### src/rtl/boot_blk_pkg.sv
package boot_blk_pkg;
    localparam int unsigned NBLK      = 19;
    localparam int unsigned ADDR_W    = 7;
    localparam int unsigned IDX_W     = $clog2(NBLK);
    localparam int unsigned SIZE_W    = 6;
    localparam int unsigned DATA_W    = 8;
    localparam int unsigned LOCK_POS  = 6;

    typedef struct packed {
        logic [IDX_W-1:0]  idx;
        logic [SIZE_W-1:0] size;
        logic [DATA_W-1:0] rd;
        logic              viol;
    } guard_st_t;
endpackage

### src/rtl/bbl_addr_map.sv
module bbl_addr_map #(
    parameter bit          BOOT_TOP = 1'b1,
    parameter int unsigned ADDR_W   = 7,
    parameter int unsigned IDX_W    = 5,
    parameter int unsigned SIZE_W   = 6
) (
    input  logic [ADDR_W-1:0] addr_i,
    output logic [IDX_W-1:0]  idx_o,
    output logic [SIZE_W-1:0] size_o
);
    localparam int unsigned HI_W    = ADDR_W - 3;
    localparam int unsigned REGIONS = 2 ** HI_W;
    localparam int unsigned SMALL   = 4;
    localparam logic [SIZE_W-1:0] SZ_MAIN  = SIZE_W'(32);
    localparam logic [SIZE_W-1:0] SZ_HALF  = SIZE_W'(16);
    localparam logic [SIZE_W-1:0] SZ_BOOT  = SIZE_W'(8);
    localparam logic [SIZE_W-1:0] SZ_PARAM = SIZE_W'(4);

    logic [HI_W-1:0] hi;
    logic [2:0]      lo;
    assign hi = addr_i[ADDR_W-1:3];
    assign lo = addr_i[2:0];

    generate
        if (BOOT_TOP) begin : g_top
            always_comb begin
                if (hi != HI_W'(REGIONS - 1)) begin
                    idx_o  = IDX_W'(hi);
                    size_o = SZ_MAIN;
                end else if (!lo[2]) begin
                    idx_o  = IDX_W'(REGIONS - 1);
                    size_o = SZ_HALF;
                end else if (!lo[1]) begin
                    idx_o  = IDX_W'(REGIONS) + IDX_W'(lo[0]);
                    size_o = SZ_PARAM;
                end else begin
                    idx_o  = IDX_W'(REGIONS + 2);
                    size_o = SZ_BOOT;
                end
            end
        end else begin : g_bottom
            always_comb begin
                if (hi != '0) begin
                    idx_o  = IDX_W'(hi) + IDX_W'(SMALL - 1);
                    size_o = SZ_MAIN;
                end else if (lo[2]) begin
                    idx_o  = IDX_W'(SMALL - 1);
                    size_o = SZ_HALF;
                end else if (lo[1]) begin
                    idx_o  = IDX_W'(1) + IDX_W'(lo[0]);
                    size_o = SZ_PARAM;
                end else begin
                    idx_o  = '0;
                    size_o = SZ_BOOT;
                end
            end
        end
    endgenerate
endmodule

### src/rtl/bbl_lock_store.sv
module bbl_lock_store #(
    parameter int unsigned NBLK  = 19,
    parameter int unsigned IDX_W = 5
) (
    input  logic             clk_i,
    input  logic             rst_ni,
    input  logic             pd_i,
    input  logic             set_i,
    input  logic             clr_i,
    input  logic [IDX_W-1:0] wr_idx_i,
    input  logic [IDX_W-1:0] rd_idx_i,
    output logic             wr_bit_o,
    output logic             rd_bit_o
);
    typedef struct packed {
        logic [NBLK-1:0] bits;
    } lock_st_t;

    lock_st_t st_d, st_q;

    always_comb begin
        st_d = st_q;
        if (!pd_i) begin
            if (set_i)
                st_d.bits[wr_idx_i] = 1'b0;
            else if (clr_i)
                st_d.bits[wr_idx_i] = 1'b1;
        end
    end

    always_ff @(posedge clk_i or negedge rst_ni) begin
        if (!rst_ni) st_q <= '{bits: '1};
        else         st_q <= st_d;
    end

    assign wr_bit_o = (wr_idx_i < IDX_W'(NBLK)) ? st_q.bits[wr_idx_i] : 1'b0;
    assign rd_bit_o = (rd_idx_i < IDX_W'(NBLK)) ? st_q.bits[rd_idx_i] : 1'b0;

    assert_lock_set_R6: assert property (@(posedge clk_i) disable iff (!rst_ni)
        set_i && !pd_i |=> !st_q.bits[$past(wr_idx_i)]);
    assert_erase_unlock_R10: assert property (@(posedge clk_i) disable iff (!rst_ni)
        clr_i && !set_i && !pd_i |=> st_q.bits[$past(wr_idx_i)]);
    assert_pd_frozen_R11: assert property (@(posedge clk_i) disable iff (!rst_ni)
        pd_i |=> $stable(st_q.bits));
endmodule

### src/rtl/bbl_permit.sv
module bbl_permit (
    input  logic pd_i,
    input  logic hv_i,
    input  logic wp_i,
    input  logic lock_bit_i,
    output logic allow_o
);
    always_comb begin
        if (pd_i)                    allow_o = 1'b0;
        else if (hv_i || wp_i)       allow_o = 1'b1;
        else                         allow_o = lock_bit_i;
    end
endmodule

### src/rtl/boot_blk_guard.sv
module boot_blk_guard
    import boot_blk_pkg::*;
#(
    parameter bit BOOT_TOP = 1'b1
) (
    input  logic              clk_i,
    input  logic              rst_ni,
    input  logic [ADDR_W-1:0] blk_addr_i,
    input  logic              wp_i,
    input  logic              hv_i,
    input  logic              pd_i,
    input  logic              op_req_i,
    input  logic              lock_set_i,
    input  logic              erase_done_i,
    input  logic [IDX_W-1:0]  rd_idx_i,
    output logic [IDX_W-1:0]  blk_idx_o,
    output logic [SIZE_W-1:0] blk_size_o,
    output logic [DATA_W-1:0] lock_rd_o,
    output logic              viol_o
);
    logic [IDX_W-1:0]  idx_c;
    logic [SIZE_W-1:0] size_c;
    logic              wr_bit, rd_bit, allow;
    guard_st_t         st_d, st_q;

    bbl_addr_map #(
        .BOOT_TOP(BOOT_TOP), .ADDR_W(ADDR_W), .IDX_W(IDX_W), .SIZE_W(SIZE_W)
    ) i_map (
        .addr_i(blk_addr_i), .idx_o(idx_c), .size_o(size_c)
    );

    bbl_lock_store #(.NBLK(NBLK), .IDX_W(IDX_W)) i_store (
        .clk_i    (clk_i),
        .rst_ni   (rst_ni),
        .pd_i     (pd_i),
        .set_i    (lock_set_i),
        .clr_i    (erase_done_i && allow),
        .wr_idx_i (idx_c),
        .rd_idx_i (rd_idx_i),
        .wr_bit_o (wr_bit),
        .rd_bit_o (rd_bit)
    );

    bbl_permit i_permit (
        .pd_i(pd_i), .hv_i(hv_i), .wp_i(wp_i), .lock_bit_i(wr_bit), .allow_o(allow)
    );

    always_comb begin
        st_d      = st_q;
        st_d.idx  = idx_c;
        st_d.size = size_c;
        st_d.viol = op_req_i && !allow;
        st_d.rd   = '0;
        if (!pd_i)
            st_d.rd[LOCK_POS] = rd_bit;
    end

    always_ff @(posedge clk_i or negedge rst_ni) begin
        if (!rst_ni) st_q <= '0;
        else         st_q <= st_d;
    end

    assign blk_idx_o  = st_q.idx;
    assign blk_size_o = st_q.size;
    assign lock_rd_o  = st_q.rd;
    assign viol_o     = st_q.viol;

    assert_idx_range_R1: assert property (@(posedge clk_i) disable iff (!rst_ni)
        blk_idx_o < IDX_W'(NBLK));
    assert_locked_refused_R8: assert property (@(posedge clk_i) disable iff (!rst_ni)
        op_req_i && !pd_i && !wp_i && !hv_i && !wr_bit |=> viol_o);
    assert_override_R9: assert property (@(posedge clk_i) disable iff (!rst_ni)
        op_req_i && !pd_i && (wp_i || hv_i) |=> !viol_o);
    assert_pd_refused_R11: assert property (@(posedge clk_i) disable iff (!rst_ni)
        pd_i && op_req_i |=> viol_o);
    assert_pd_read_R11: assert property (@(posedge clk_i) disable iff (!rst_ni)
        pd_i |=> lock_rd_o == '0);
    assert_viol_cause_R8: assert property (@(posedge clk_i) disable iff (!rst_ni)
        viol_o |-> $past(op_req_i));
endmodule

### config.mk
export PLATFORM = sky130hd
export DESIGN_NAME = boot_blk_guard
export DESIGN_NICKNAME = d
export VERILOG_FILES = /design/src/rtl/boot_blk_pkg.sv /design/src/rtl/bbl_addr_map.sv /design/src/rtl/bbl_lock_store.sv /design/src/rtl/bbl_permit.sv /design/src/rtl/boot_blk_guard.sv
export SDC_FILE = /design/constraint.sdc
export NUM_CORES = 1
export LEC_CHECK = 0
export BUFFER_PORTS_ARGS = -buffer_cell sky130_fd_sc_hd__buf_4
export CAP_MARGIN = 5
export CORE_AREA = 2 2 74 62
export DETAILED_ROUTE_END_ITERATION = 6
export DIE_AREA = 0 0 76 64
export PLACE_DENSITY = 0.69
export RECOVER_POWER = 25
export SLEW_MARGIN = 15
export SYNTH_ARGS = -nofsm -noshare
export SYNTH_HDL_FRONTEND = slang
export SYNTH_SLANG_ARGS = --single-unit
### constraint.sdc
create_clock -name clk_i -period 4.8 [get_ports clk_i]
set_input_delay 1.44 -clock clk_i [delete_from_list [all_inputs] [get_ports clk_i]]
set_output_delay 1.44 -clock clk_i [all_outputs]
set_load 0.01 [all_outputs]
==> run_results.csv <==
group,metric,value,unit
layout,multiInputGateArea,986,µm²
synthesis,yosysUniqueCellTypes,45,
clock_network,holdBufCountCts,0,
setup_path,crit_buf_inv,1,
setup_path,arrival,3.13,ns
global_route,grt_max_degree,31,
clock_network,root_buffer,"clkbuf_8",
routing,routed.top_layer,"met4",
setup_path,cp_top_family,"compound AO/OA/AOI/OAI gates",
timing,max_freq,0.341,GHz
pwr,ir_drop,0.000166,V
routing,wl_met3,554,µm
synthesis,ys_seq_area_share,40.8,%
clock_network,cts_repair_resize_count,0,
place,port_buffers,30,
synthesis,async_flop_share,100,%
clock_network,cts_tree,"yes",
clock_network,numClockSinks,30,
routing,wl_met1,2.16,mm
layout,design_area,0.00222,mm²
routing,vias,1655,
routing,wl_per_cell,16.7,µm
pwr,totalPowerFinal,0.677,mW
timing,worst_pin_slew,1.59,ns
setup_path,cpPeakStageDelay,0.44,ns
routing,route.detailed.drc,0,
clock_network,post_cts_buffers,0,
timing,whs,0.473,ns
synthesis,ys.flop_type,"dfstp_2",
place,place_inst,281,
global_route,grt_overflow,0,
global_route,grt_usage,21.0,%
timing,report.final.setup_viol,0,
floorplan,io_pins,40,
synthesis,yosys_warnings,0,
layout,final_util,54.4,%
global_route,grt_first_pass_wirelength,7.83,mm
setup_path,critPathKind,"input port to register",
pwr,power_density,305,mW/mm²
layout,instances_no_fill,289,
setup_path,crit_path_end_kind,"register",
global_route,grt_pass1_vias,1519,
setup_path,path_cells,"buf_4 > nand3_2 > o32a_1 > o221ai_1 > o22ai_2 > nor2_4 > o21ai_0",
timing,rsz0062_at_grt,"no",
synthesis,synth-edff-count,0,
pwr,leakage,0.859,nW
routing,antenna_left,0,
layout,final_cell_mix,"buf_4 (29), nand2_1 (24), dfstp_2 (19)",
place,post-place-ws,1.60,ns
layout,nFillCells,388,
run,maxCapViolCount,1,
global_route,antenna_found_initial,0,
layout,diodes,0,
routing,avgViaCountPerCell,5.73,
floorplan,fp-row-count,21,
floorplan,core_region_area,0.00407,mm²
timing,finClkSkew,0.00511,ns
floorplan,fp.dieW,76,µm
timing,finalCritPeriodShare,61.1,%
timing,max-slew-margin-rel,-6.29,%
layout,area_growth,16.6,%
clock_network,path_clk_slew,0.06,ns
clock_network,numCtsBuffers,5,
min_path,min_delay_path_depth,2,
synthesis,syn-mean-instance-area,9.36,µm²
clock_network,clock_latency,0.29,ns
floorplan,die-area,0.00486,mm²
timing,period_minus_slack,2.93,ns
routing,drt_first_pass_iters,5,
setup_path,start_kind,"input port",
routing,routed_wirelength,4.83,mm
timing,setup_tns,0,ns
place,place_area,0.00211,mm²
synthesis,ys_ff_latch,30,
setup_path,crit_path_max_fanout,14,
setup_path,reg2reg_depth,6,
timing,slew_viol_final,31,
timing,finalHoldViolCount,0,
floorplan,die_y,64,µm
run_status,run_status,"complete, but fails checks",
setup_path,cpMaxStageDelayCell,"o32a_1",
floorplan,start_util,46.7,%
setup_path,crit_required,5.00,ns
routing,drt_iter0_markers,151,
timing,fin_ws,1.87,ns
layout,drive_above_1_share,32.8,%
clock_network,ctsLongestPathBuffers,2,
place,post-dp-hpwl,3.62,mm
clock_network,htreeDepth,2,
place,gp_congestion,0.943,
layout,seq_area,774,µm²
setup_path,ff2ff_setup_slack,2.92,ns
layout,final_common_cell,"buf_4",
layout,nets,251,
synthesis,synth_cells,203,
min_path,hold_class,"register to register",
synthesis,synth_area,0.00190,mm²
run_status,failed_checks,"max-capacitance violations, max-slew violations",
routing,wl_met2,2.00,mm
==> routing by layer <==
| metal | GRT usage, % | up-vias |
|---|---|---|
| met2 | 28.8 | 114 |
| met5 | 0 | - |
| met4 | 10.2 | 0 |
| met3 | 5.93 | 13 |
| li1 | - | 761 |
| met1 | 30.2 | 767 |
==> power by group <==
group	internal (mW)	switching (mW)
clock	0.145	0.0974
sequential	0.292	0.0223
combinational	0.0501	0.0707
==> final cells by class <==
type	count	area share, %
Clock buffer	8	4.97
Multi-Input combinational cell	150	44.5
Inverter	14	2.37
Sequential cell	30	35.0
Tap cell	57	3.22
Timing Repair Buffer	30	9.99
==> worst max-delay path by stage <==
stage | startpoint | endpoint | slack [ns] | depth (start not counted)
floorplan | blk_addr_i[3] | viol_o$_DFF_PN0_ | 1.91 | 7
global placement | blk_addr_i[6] | register | 1.63 | 7
detailed placement | blk_addr_i[6] | register | 1.60 | 7
CTS | blk_addr_i[6] | register | 1.90 | 7
global route | blk_addr_i[6] | register | 1.81 | 7
finish | blk_addr_i[6] | register | 1.87 | 7
==> kinds of logic after synthesis <==
group	Yosys count	share of synthesized area, %
buffers and inverters	31	8.95
other	1	0.197
AND/OR/NAND/NOR	75	20.9
AO/OA/AOI/OAI	55	20.5
flip-flops	30	40.8
multiplexers	11	8.76
==> Yosys cell counts (2+ instances only) <==
master    number  area (µm²)
dfrtp_1       11         275
nand3_1        6        30.0
o211ai_1       2        15.0
nor2_1         9        33.8
o221ai_1       2        17.5
mux2i_1        5        50.1
mux4_2         4        90.1
inv_2          2        7.51
inv_1         11        41.3
nand2_1       24        90.1
nand3b_1       2        15.0
o21ai_1       10        50.1
nor2b_1        4        25.0
nor3_1         7        35.0
and2_1         4        25.0
o21ai_0       16        80.1
dfstp_2       19         499
a211oi_2       2        25.0
clkbuf_1       2        7.51
a21oi_1       10        50.1
buf_4         12        90.1
o21ai_2        3        26.3
nand2b_1       4        25.0
a211oi_1       2        15.0
nand4_1       10        62.6
==> tightest hold or removal path, cell delays in order, from the launching register on <==
cell     delay [ns]
dfstp_2        0.37
nand2_1        0.05
o21ai_1        0.05
Power figures use the tool's default switching activity.
